<file path="config.mk">
export PLATFORM = sky130hd
export DESIGN_NAME = pwm_locked_top
export DESIGN_NICKNAME = d
export VERILOG_FILES = /design/src/rtl/pwm_lk_pkg.sv /design/src/rtl/pwm_lk_regs.sv /design/src/rtl/pwm_lk_timebase.sv /design/src/rtl/pwm_lk_wave.sv /design/src/rtl/pwm_locked_top.sv
export SDC_FILE = /design/constraint.sdc
export NUM_CORES = 1
export LEC_CHECK = 0
export ABC_CLOCK_PERIOD_IN_PS = 6350
export BUFFER_PORTS_ARGS = -buffer_cell sky130_fd_sc_hd__buf_4
export CAP_MARGIN = 0
export CORE_ASPECT_RATIO = 0.8
export CORE_MARGIN = 4
export CORE_UTILIZATION = 55
export DETAILED_ROUTE_END_ITERATION = 10
export PLACE_DENSITY = 0.73
export SLEW_MARGIN = 20
export SYNTH_ARGS = -nofsm -noshare
export SYNTH_HDL_FRONTEND = slang
export SYNTH_HIERARCHICAL = 1
export SYNTH_SLANG_ARGS = --single-unit
export TNS_END_PERCENT = 100
</file>
<file path="constraint.sdc">
create_clock -name clk -period 6.35 [get_ports clk]
set_input_delay 0.635 -clock clk [delete_from_list [all_inputs] [get_ports clk]]
set_output_delay 0.635 -clock clk [all_outputs]
set_load 0.01 [all_outputs]
</file>
<file path="src/rtl/pwm_lk_pkg.sv">
package pwm_lk_pkg;
  localparam int DATA_W = 32;

  localparam logic [3:0] OFF_COUNT  = 4'h0;
  localparam logic [3:0] OFF_PERIOD = 4'h4;
  localparam logic [3:0] OFF_DUTY   = 4'h8;
  localparam logic [3:0] OFF_CTRL   = 4'hC;

  localparam int B_EN     = 0;
  localparam int B_MODE_L = 1;
  localparam int B_DPOL   = 3;
  localparam int B_IPOL   = 4;
  localparam int B_ALIGN  = 5;
  localparam int B_LOCK   = 6;
  localparam int B_LPDIS  = 8;

  localparam logic [1:0] MODE_CONT = 2'b01;
  localparam logic [DATA_W-1:0] CTRL_MASK = 32'h0000_017F;
  localparam logic [DATA_W-1:0] CTRL_RST  = 32'h0000_0018;

  function automatic logic ctrl_running(input logic [DATA_W-1:0] c);
    return c[B_EN] && (c[B_MODE_L+1:B_MODE_L] == MODE_CONT) &&
           !c[B_ALIGN] && c[B_LPDIS];
  endfunction
endpackage

</file>
<file path="src/rtl/pwm_lk_regs.sv">
module pwm_lk_regs
  import pwm_lk_pkg::*;
#(
  parameter int CNT_W  = 32,
  parameter int ADDR_W = 4
) (
  input  logic              clk,
  input  logic              rst,
  input  logic [ADDR_W-1:0] addr,
  input  logic              wr,
  input  logic [DATA_W-1:0] wdata,
  input  logic [CNT_W-1:0]  cnt_live,
  output logic [DATA_W-1:0] rdata,
  output logic [CNT_W-1:0]  period_s,
  output logic [CNT_W-1:0]  duty_s,
  output logic [DATA_W-1:0] ctrl_s
);
  localparam logic [ADDR_W-1:0] A_COUNT  = ADDR_W'(OFF_COUNT);
  localparam logic [ADDR_W-1:0] A_PERIOD = ADDR_W'(OFF_PERIOD);
  localparam logic [ADDR_W-1:0] A_DUTY   = ADDR_W'(OFF_DUTY);
  localparam logic [ADDR_W-1:0] A_CTRL   = ADDR_W'(OFF_CTRL);

  logic [DATA_W-1:0] rd_mux;

  always_ff @(posedge clk) begin
    if (rst) begin
      period_s <= '0;
      duty_s   <= '0;
      ctrl_s   <= CTRL_RST;
    end else if (wr) begin
      if (addr == A_PERIOD) period_s <= wdata[CNT_W-1:0];
      if (addr == A_DUTY)   duty_s   <= wdata[CNT_W-1:0];
      if (addr == A_CTRL)   ctrl_s   <= wdata & CTRL_MASK;
    end
  end

  always_comb begin
    rd_mux = '0;
    if (addr == A_COUNT)       rd_mux = DATA_W'(cnt_live);
    else if (addr == A_PERIOD) rd_mux = DATA_W'(period_s);
    else if (addr == A_DUTY)   rd_mux = DATA_W'(duty_s);
    else if (addr == A_CTRL)   rd_mux = ctrl_s;
  end

  always_ff @(posedge clk) begin
    if (rst) rdata <= '0;
    else     rdata <= rd_mux;
  end
endmodule

</file>
<file path="src/rtl/pwm_lk_timebase.sv">
module pwm_lk_timebase #(
  parameter int CNT_W = 32
) (
  input  logic             clk,
  input  logic             rst,
  input  logic             run,
  input  logic             lock,
  input  logic [CNT_W-1:0] period_s,
  input  logic [CNT_W-1:0] duty_s,
  input  logic             dpol_s,
  input  logic             ipol_s,
  output logic [CNT_W-1:0] cnt,
  output logic [CNT_W-1:0] period_a,
  output logic [CNT_W-1:0] duty_a,
  output logic             dpol_a,
  output logic             ipol_a
);
  logic wrap;
  logic commit;

  assign wrap   = (period_a == '0) || (cnt >= period_a - 1'b1);
  assign commit = (!run || wrap) && !lock;

  always_ff @(posedge clk) begin
    if (rst)              cnt <= '0;
    else if (!run || wrap) cnt <= '0;
    else                  cnt <= cnt + 1'b1;
  end

  always_ff @(posedge clk) begin
    if (rst) begin
      period_a <= '0;
      duty_a   <= '0;
      dpol_a   <= 1'b1;
      ipol_a   <= 1'b1;
    end else if (commit) begin
      period_a <= period_s;
      duty_a   <= duty_s;
      dpol_a   <= dpol_s;
      ipol_a   <= ipol_s;
    end
  end
endmodule

</file>
<file path="src/rtl/pwm_lk_wave.sv">
module pwm_lk_wave #(
  parameter int CNT_W = 32
) (
  input  logic             clk,
  input  logic             rst,
  input  logic             run,
  input  logic [CNT_W-1:0] cnt,
  input  logic [CNT_W-1:0] period_a,
  input  logic [CNT_W-1:0] duty_a,
  input  logic             dpol_a,
  input  logic             ipol_a,
  output logic             pwm_out
);
  logic level;

  always_comb begin
    if (!run || period_a == '0) level = ipol_a;
    else if (cnt < duty_a)      level = dpol_a;
    else                        level = !dpol_a;
  end

  always_ff @(posedge clk) begin
    if (rst) pwm_out <= 1'b1;
    else     pwm_out <= level;
  end
endmodule

</file>
<file path="src/rtl/pwm_locked_top.sv">
module pwm_locked_top
  import pwm_lk_pkg::*;
#(
  parameter int CNT_W  = 32,
  parameter int ADDR_W = 4
) (
  input  logic              clk,
  input  logic              rst,
  input  logic [ADDR_W-1:0] bus_addr,
  input  logic              bus_wr,
  input  logic [31:0]       bus_wdata,
  output logic [31:0]       bus_rdata,
  output logic              pwm_out
);
  logic [CNT_W-1:0]  cnt, period_s, duty_s, period_a, duty_a;
  logic [DATA_W-1:0] ctrl_s;
  logic              run, lock, dpol_a, ipol_a;

  assign run  = ctrl_running(ctrl_s);
  assign lock = ctrl_s[B_LOCK];

  pwm_lk_regs #(.CNT_W(CNT_W), .ADDR_W(ADDR_W)) u_regs (
    .clk(clk), .rst(rst), .addr(bus_addr), .wr(bus_wr), .wdata(bus_wdata),
    .cnt_live(cnt), .rdata(bus_rdata), .period_s(period_s), .duty_s(duty_s),
    .ctrl_s(ctrl_s)
  );

  pwm_lk_timebase #(.CNT_W(CNT_W)) u_tb (
    .clk(clk), .rst(rst), .run(run), .lock(lock), .period_s(period_s),
    .duty_s(duty_s), .dpol_s(ctrl_s[B_DPOL]), .ipol_s(ctrl_s[B_IPOL]),
    .cnt(cnt), .period_a(period_a), .duty_a(duty_a), .dpol_a(dpol_a),
    .ipol_a(ipol_a)
  );

  pwm_lk_wave #(.CNT_W(CNT_W)) u_wave (
    .clk(clk), .rst(rst), .run(run), .cnt(cnt), .period_a(period_a),
    .duty_a(duty_a), .dpol_a(dpol_a), .ipol_a(ipol_a), .pwm_out(pwm_out)
  );
endmodule

</file>
==> results.sh, run 1 <==
export IMPL_run_status="finished, final reports clean"
export IMPL_fin_crit_ns=4.69
export IMPL_rsz0062_at_grt="false"
export IMPL_drc=0
export IMPL_setup_viol=0
export IMPL_initial_core_util=0.568
export IMPL_maxCapViolations=0
export IMPL_netlist_area_mm2=0.0119
export IMPL_layout_commonest_cell="dfxtp_1"
export IMPL_setup_tns_ns=0
export IMPL_place_congestion=0.915
export IMPL_final_core_util=0.626
export IMPL_slew_limit_headroom=0.317
export IMPL_hold_viol_final=0
export IMPL_syn_inst=1318
export IMPL_syn_to_final_growth_pct=10.2
export IMPL_synthesis_nets=1422
export IMPL_grt_pass1_vias=9612
export IMPL_first_iter_violations=910
export IMPL_num_rows=47
export IMPL_viasPerCell=6.29
export IMPL_critical_path_class="reg2reg"
export IMPL_cts_tree="done"
export IMPL_grt_pass1_wl_mm=52.7
export IMPL_port_buffers=71
export IMPL_gr_total_overflow=0
export IMPL_cp_max_fo=66
export IMPL_die_x_um=173
export IMPL_clk_path_buf_depth=3
export IMPL_cts_buffers=22
export IMPL_wire_per_inst_um=20.6
export IMPL_critPathArrivalTime_ns=5.10
export IMPL_cts_hold_buf=0
export IMPL_post_route_period_util=0.738
export IMPL_tightest_slew_ns=1.01
export IMPL_vias=10127
export IMPL_regArea_mm2=0.00407
export IMPL_p_leak_nw=5.81
export IMPL_clockRootBuffer="clkbuf_16"
export IMPL_postSynthAreaPerCell_um2=9.05
export IMPL_startpoint_type="register"
export IMPL_ant_nets=0
export IMPL_hold_class="in2reg"
export IMPL_clk_pin_slew_ns=0.07
export IMPL_grt_antenna_before_repair=0
export IMPL_layout_drive_gt1_share=0.111
export IMPL_multiInputGateArea_mm2=0.00721
export IMPL_fmax_mhz=213
export IMPL_vdd_drop_max_uv=182
export IMPL_grt_max_degree=104
export IMPL_io_pins=72
export IMPL_fillers=1794
export IMPL_dieArea_mm2=0.0241
export IMPL_fin_ws_ns=1.66
export IMPL_wirelength_mm=33.2
export IMPL_report_final_slew_viol_count=0
export IMPL_htree_levels=1
export IMPL_cts_setup_buffers=0
export IMPL_coreArea_mm2=0.0210
export IMPL_power_density_mw_per_mm2=215
export IMPL_cts_resized=0
export IMPL_clock_sinks=203
export IMPL_post_place_ws_ns=1.77
export IMPL_clkLatencyLatePin_ns=0.52
export IMPL_required_ns=6.76
export IMPL_grtUsageTotal=0.263
export IMPL_fin_skew_ns=0.0229
export IMPL_diodes=0
export IMPL_cp_end_kind="register"
export IMPL_die_y_um=140
export IMPL_yosys_warnings=6
export IMPL_hpwl_mm=20.8
export IMPL_drtPass1Iterations=6
export IMPL_final_cell_mix="dfxtp_1, mux2i_1, nand2b_1, nor2_1, buf_4"
export IMPL_final_net_count=1428
==> flip-flops by register name, summed over array words and instances (netlist names) <==
register	count
u_regs/period_s	32
u_regs/ctrl_s	8
u_tb/ipol_a	1
u_tb/dpol_a	1
u_tb/period_a	32
u_tb/cnt	32
u_regs/duty_s	32
u_tb/duty_a	32
u_regs/rdata	32
u_wave/pwm_out	1
==> critical path, cell delays in order (launching register included) <==
cell	delay, ns
dfxtp_1	0.38
nor4_1	0.45
nand4_1	0.27
or4_1	0.59
nor3_2	0.27
nand2_1	0.11
xor2_1	0.17
ha_1	0.33
nand4_1	0.16
nor4_1	0.58
o21a_4	0.80
o31ai_1	0.22
a41o_1	0.24
==> where the power goes <==
group / switching [W] / leakage, nW / internal [W]
Clock: 0.000536 / 0.370 / 0.000780
Combinational: 0.000133 / 3.80 / 0.0000883
Sequential: 0.00000995 / 1.64 / 0.00128
Total: 0.000679 / 5.81 / 0.00215
==> worst paths after layout <==
check | cells past startpoint | endpoint | start | slack (ns)
max | 12 | u_tb/duty_a[22] | u_tb/period_a[6] | 1.66
min | 3 | u_regs/period_s[21] | bus_wdata[21] | 0.40
max reg2reg | 12 | u_tb/duty_a[22] | u_tb/period_a[6] | 1.66
min reg2reg | 2 | u_regs/period_s[31] | u_regs/period_s[31] | 0.49
==> through the flow <==
stage | power, W | area (um^2) | instances | hold WS [ns]
finish | 0.00283 | 13100 | 1609 | 0.403
global route | 0.00292 | 13100 | 1609 | 0.402
CTS | 0.00285 | 13100 | 1609 | 0.387
detailed placement | 0.00154 | 12400 | 1569 | 0.482
global placement | 0.00153 | 12400 | 1569 | 0.474
floorplan | 0.00147 | 11900 | 1318 | 0.456
==> metal layers <==
metal  routed length, um  global-route usage
met1               15800               0.391
met2               13800               0.391
met3                2980              0.0594
met4                 602              0.0537
met5                   0                   0
==> layout make-up <==
cell class              count  share of cell area
inverters                  44              0.0126
flip-flops and latches    203               0.309
well taps                 269              0.0256
repair buffers             83              0.0474
clock buffers              30              0.0480
clock inverters            10             0.00895
multi-input cells         970               0.548
(Power assumes the default switching activity.)
==> run 2: changes to the inputs <==
Settings changed: ABC_CLOCK_PERIOD_IN_PS 6350 to 4700.
Clock period 6.35 ns to 4.7 ns, I/O delays scaled along.
==> run 2 against run 1 <==
Compared with the run above:
- maximum frequency increased by 8.8%
- critical path depth increased by 1
- non-clock buffer count increased by 5
- design area increased by 0.71%
- sequential share of layout area decreased by 0.22 points
- core utilization increased by 0.45 points
- first-iteration DRC count decreased by 3.6%
- critical path type unchanged
- largest cell class unchanged
- largest power group unchanged
==> results.sh, run 2 (synthesis results as in run 1) <==
export IMPL_run_status="finished, final reports clean"
export IMPL_viasPerCell=6.27
export IMPL_cp_end_kind="register"
export IMPL_fmax_mhz=232
export IMPL_clockRootBuffer="clkbuf_16"
export IMPL_cts_buffers=22
export IMPL_slew_limit_headroom=0.366
export IMPL_setup_tns_ns=0
export IMPL_cts_hold_buf=0
export IMPL_die_y_um=140
export IMPL_grt_pass1_wl_mm=53.3
export IMPL_fin_crit_ns=4.31
export IMPL_clkLatencyLatePin_ns=0.53
export IMPL_layout_commonest_cell="dfxtp_1"
export IMPL_multiInputGateArea_mm2=0.00721
export IMPL_final_net_count=1433
export IMPL_vdd_drop_max_uv=239
export IMPL_tightest_slew_ns=0.945
export IMPL_maxCapViolations=0
export IMPL_first_iter_violations=877
export IMPL_critical_path_class="reg2reg"
export IMPL_instances_no_fill=1614
export IMPL_htree_levels=1
export IMPL_grtUsageTotal=0.265
export IMPL_diodes=0
export IMPL_report_final_slew_viol_count=0
export IMPL_grt_pass1_vias=9615
export IMPL_ant_nets=0
export IMPL_post_route_period_util=0.916
export IMPL_fillers=1800
export IMPL_initial_core_util=0.568
export IMPL_critPathArrivalTime_ns=4.72
export IMPL_coreArea_mm2=0.0210
export IMPL_drtPass1Iterations=5
export IMPL_grt_antenna_before_repair=1
export IMPL_clk_path_buf_depth=3
export IMPL_gr_total_overflow=0
export IMPL_dieArea_mm2=0.0241
export IMPL_vias=10113
export IMPL_startpoint_type="register"
export IMPL_die_x_um=173
export IMPL_io_pins=72
export IMPL_regArea_mm2=0.00407
export IMPL_wire_per_inst_um=20.7
export IMPL_syn_to_final_growth_pct=10.9
export IMPL_wirelength_mm=33.4
export IMPL_layout_drive_gt1_share=0.115
export IMPL_grt_max_degree=123
export IMPL_setup_viol=0
export IMPL_required_ns=5.11
export IMPL_cts_tree="done"
export IMPL_hold_class="in2reg"
export IMPL_cts_resized=0
export IMPL_fin_skew_ns=0.0290
export IMPL_place_area_mm2=0.0125
export IMPL_dp_cells=1574
export IMPL_place_congestion=0.904
export IMPL_cts_setup_buffers=0
export IMPL_drc=0
export IMPL_port_buffers=71
export IMPL_cp_max_fo=60
export IMPL_power_density_mw_per_mm2=289
export IMPL_rsz0062_at_grt="false"
export IMPL_hold_viol_final=0
export IMPL_final_cell_mix="dfxtp_1, mux2i_1, nand2b_1, nor2_1, buf_4"
export IMPL_p_leak_nw=5.85
export IMPL_num_rows=47
export IMPL_hpwl_mm=21.3
export IMPL_clk_pin_slew_ns=0.07
export IMPL_clock_sinks=203
export IMPL_stdcell_area_mm2=0.0132
run 2: per-stage QoR:
step | util | total power, W | hold WS (ns) | setup WS (ns)
after global routing | 0.631 | 0.00395 | 0.239 | 0.124
after global placement | 0.594 | 0.00208 | 0.476 | 0.581
after detailed placement | 0.594 | 0.00208 | 0.481 | 0.403
final | 0.631 | 0.00383 | 0.222 | 0.393
after CTS | 0.630 | 0.00386 | 0.200 | 0.397
after floorplan | - | 0.00199 | 0.456 | 0.872
run 2: final cells by class:
class | instances | area share
Clock buffer | 33 | 0.0508
Timing Repair Buffer | 88 | 0.0537
Inverter | 44 | 0.0125
Clock inverter | 7 | 0.00624
Multi-Input combinational cell | 970 | 0.544
Tap cell | 269 | 0.0254
Sequential cell | 203 | 0.307
run 2: path summary, 6_finish.rpt:
kind                                           from  slack [ns]  cells after the start                  end
worst max-delay path               u_tb/period_a[6]        0.39                     13      u_tb/duty_a[23]
worst min-delay path                   bus_wdata[3]        0.22                      3     u_regs/ctrl_s[3]
worst max register to register     u_tb/period_a[6]        0.39                     13      u_tb/duty_a[23]
worst min register to register  u_regs/period_s[15]        0.49                      2  u_regs/period_s[15]
run 2: routing by layer:
metal / global-route usage / vias up / part of all wire
li1: - / 4813 / -
met1: 0.401 / 4873 / 0.48
met2: 0.396 / 377 / 0.42
met3: 0.0461 / 50 / 0.082
met4: 0.0600 / 0 / 0.020
met5: 0 / - / 0
run 2: worst max-delay path: stages, from the launching register on:
cell and delay (ns):
dfxtp_1 0.38, nor4_1 0.46, nand4_1 0.26, or4_1 0.59
nor3_2 0.26, nand2_1 0.10, xor2_1 0.15, ha_1 0.32
nand4_1 0.17, nor4_2 0.43, o21a_2 0.34, buf_12 0.32
o31ai_1 0.14, a41o_1 0.24
run 2: report_power, final:
group          switching (W)  total, W  internal [W]
registers          0.0000136   0.00175       0.00173
logic               0.000179  0.000301      0.000122
clock network       0.000732   0.00178       0.00105
==> run 3: changes to the inputs <==
Settings changed: ABC_AREA from default to 1.
==> run 3 against run 2 <==
Compared with the run above:
- non-clock buffer count shrank 5
- synthesized area down 4.4%
- sequential share of layout area rose by 1.6 points
- wire length shrank 5.2%
- clock-buffer cell count down 3
- worst hold slack got worse by 0.032 ns
- first-iteration DRC count increased by 48%
- sequential power hardly changed
- combinational power up 45%
- final cell count grew 19%
- critical endpoint is now u_tb/duty_a[29]
- largest power group unchanged
==> results.sh, run 3 <==
export IMPL_layout_drive_gt1_share=0.0926
export IMPL_vias=10914
export IMPL_dieArea_mm2=0.0231
export IMPL_cp_end_kind="register"
export IMPL_port_buffers=71
export IMPL_hpwl_mm=21.4
export IMPL_rr_startpoint="u_tb/period_a[2]"
export IMPL_syn_inst=1642
export IMPL_power_density_mw_per_mm2=319
export IMPL_first_iter_violations=1296
export IMPL_io_pins=72
export IMPL_cp_startpoint="u_tb/period_a[2]"
export IMPL_clock_sinks=203
export IMPL_layout_commonest_cell="nand2_1"
export IMPL_setup_viol=0
export IMPL_postSynthAreaPerCell_um2=6.95
export IMPL_final_net_count=1755
export IMPL_num_rows=46
export IMPL_cp_slowest_cell="buf_4"
export IMPL_die_y_um=137
export IMPL_dp_cells=1891
export IMPL_fin_skew_ns=0.0258
export IMPL_grt_pass1_vias=9403
export IMPL_drc=0
export IMPL_grtUsageTotal=0.267
export IMPL_clk_path_buf_depth=3
export IMPL_fmax_mhz=267
export IMPL_holdWs_ns=0.189
export IMPL_required_ns=5.12
export IMPL_wire_per_inst_um=16.5
export IMPL_slew_limit_headroom=0.330
export IMPL_wirelength_mm=31.7
export IMPL_grt_max_degree=85
export IMPL_place_congestion=0.927
export IMPL_viasPerCell=5.66
export IMPL_instances_no_fill=1927
export IMPL_critPathArrivalTime_ns=4.17
export IMPL_cts_hold_buf=0
export IMPL_ant_nets=0
export IMPL_post_route_period_util=0.798
export IMPL_cpPeakStageDelay_ns=0.37
export IMPL_critical_path_class="reg2reg"
export IMPL_gr_total_overflow=0
export IMPL_final_cell_mix="nand2_1, nand3_1, inv_1, dfxtp_1, nor2_1"
export IMPL_cts_resized=0
export IMPL_drtPass1Iterations=5
export IMPL_clkLatencyLatePin_ns=0.53
export IMPL_tightest_slew_ns=1.00
export IMPL_setup_tns_ns=0
export IMPL_initial_core_util=0.568
export IMPL_vdd_drop_max_uv=297
export IMPL_grt_pass1_wl_mm=50.3
export IMPL_hold_viol_final=0
export IMPL_cts_tree="done"
export IMPL_path_common_cell="nand2_1"
export IMPL_clockRootBuffer="clkbuf_16"
export IMPL_finalPower_w=0.00402
export IMPL_yosys_warnings=6
export IMPL_startpoint_type="register"
export IMPL_run_status="finished, final reports clean"
export IMPL_hold_class="in2reg"
export IMPL_clk_pin_slew_ns=0.07
export IMPL_p_leak_nw=5.92
export IMPL_die_x_um=169
export IMPL_cts_setup_buffers=0
export IMPL_hold_path_startpoint="bus_wdata[5]"
export IMPL_netlist_area_mm2=0.0114
export IMPL_cts_buffers=22
export IMPL_cp_cell_sequence="nor2_1 -> nand2_1 -> nor3_1 -> nand2_1 -> or2_1 -> nor4_1 -> xor2_1 -> inv_1 -> ha_1 -> nand2_1 -> inv_1 -> nand2_1 -> a31oi_1 -> nor2_1 -> nand2_1 -> nand2_1 -> nand2_4 -> buf_4 -> nand3_1 -> nand2_1 -> nor2_1"
export IMPL_grt_antenna_before_repair=0
export IMPL_final_core_util=0.627
export IMPL_maxCapViolations=0
export IMPL_coreArea_mm2=0.0201
export IMPL_report_final_slew_viol_count=0
export IMPL_diodes=0
export IMPL_fin_crit_ns=3.75
export IMPL_cp_max_fo=30
export IMPL_htree_levels=1
export IMPL_syn_to_final_growth_pct=10.4
export IMPL_rsz0062_at_grt="false"
export IMPL_synthesis_nets=1746
==> run 3: cell types whose count changed in the layout (fill, tap and decap cells not counted), moves of 97 or more <==
| cell | before | now |
|---|---|---|
| mux2i_1 | 111 | 0 |
| nand2_1 | 73 | 289 |
| nor2_1 | 92 | 189 |
| inv_1 | 42 | 203 |
| a21oi_1 | 24 | 155 |
| nand2b_1 | 107 | 0 |
| nand3_1 | 51 | 214 |
==> run 3: report_power, final <==
part / internal [W] / switching, W / total [W]
clock: 0.00109 / 0.000727 / 0.00182
sequential: 0.00174 / 0.0000203 / 0.00176
combinational: 0.000154 / 0.000282 / 0.000436
==> run 3: metrics by stage <==
stage | worst slack [ns] | instance area, um^2
after floorplan | 1.66 | 11400
after global placement | 1.13 | 11800
after detailed placement | 1.02 | 11800
after CTS | 1.01 | 12600
after global routing | 0.529 | 12600
final | 0.950 | 12600
==> run 3: cell type report <==
type	instances	area, um^2
repair buffers	83	636
well taps	264	330
inverters	210	790
clock inverters	6	130
multi-input cells	1131	6020
fillers	1874	7500
flip-flops and latches	203	4060
clock buffers	30	621
==> run 3: final timing paths <==
path / to / slack, ns / cells past startpoint
max: u_tb/duty_a[29] / 0.95 / 21
min: u_regs/ctrl_s[5] / 0.19 / 3
max reg2reg: u_tb/duty_a[29] / 0.95 / 21
min reg2reg: u_tb/ipol_a / 0.46 / 2
==> run 3: critical path: cells and delay by family (launching register included) <==
kind,cells,cell delay (ns)
flip-flops,1,0.36
buffers and inverters,3,0.50
XOR/XNOR,1,0.17
adder cells (fa/ha/maj),1,0.28
AO/OA/AOI/OAI,1,0.16
AND/OR/NAND/NOR,15,2.16
==> run 3: metal layers <==
metal  vias to the layer above  global-route usage  part of all wire
met4                         0              0.0447             0.016
met3                        49              0.0566              0.11
met1                      5023               0.422              0.47
li1                       5366                   -                 -
met5                         -                   0                 0
met2                       476               0.373              0.41
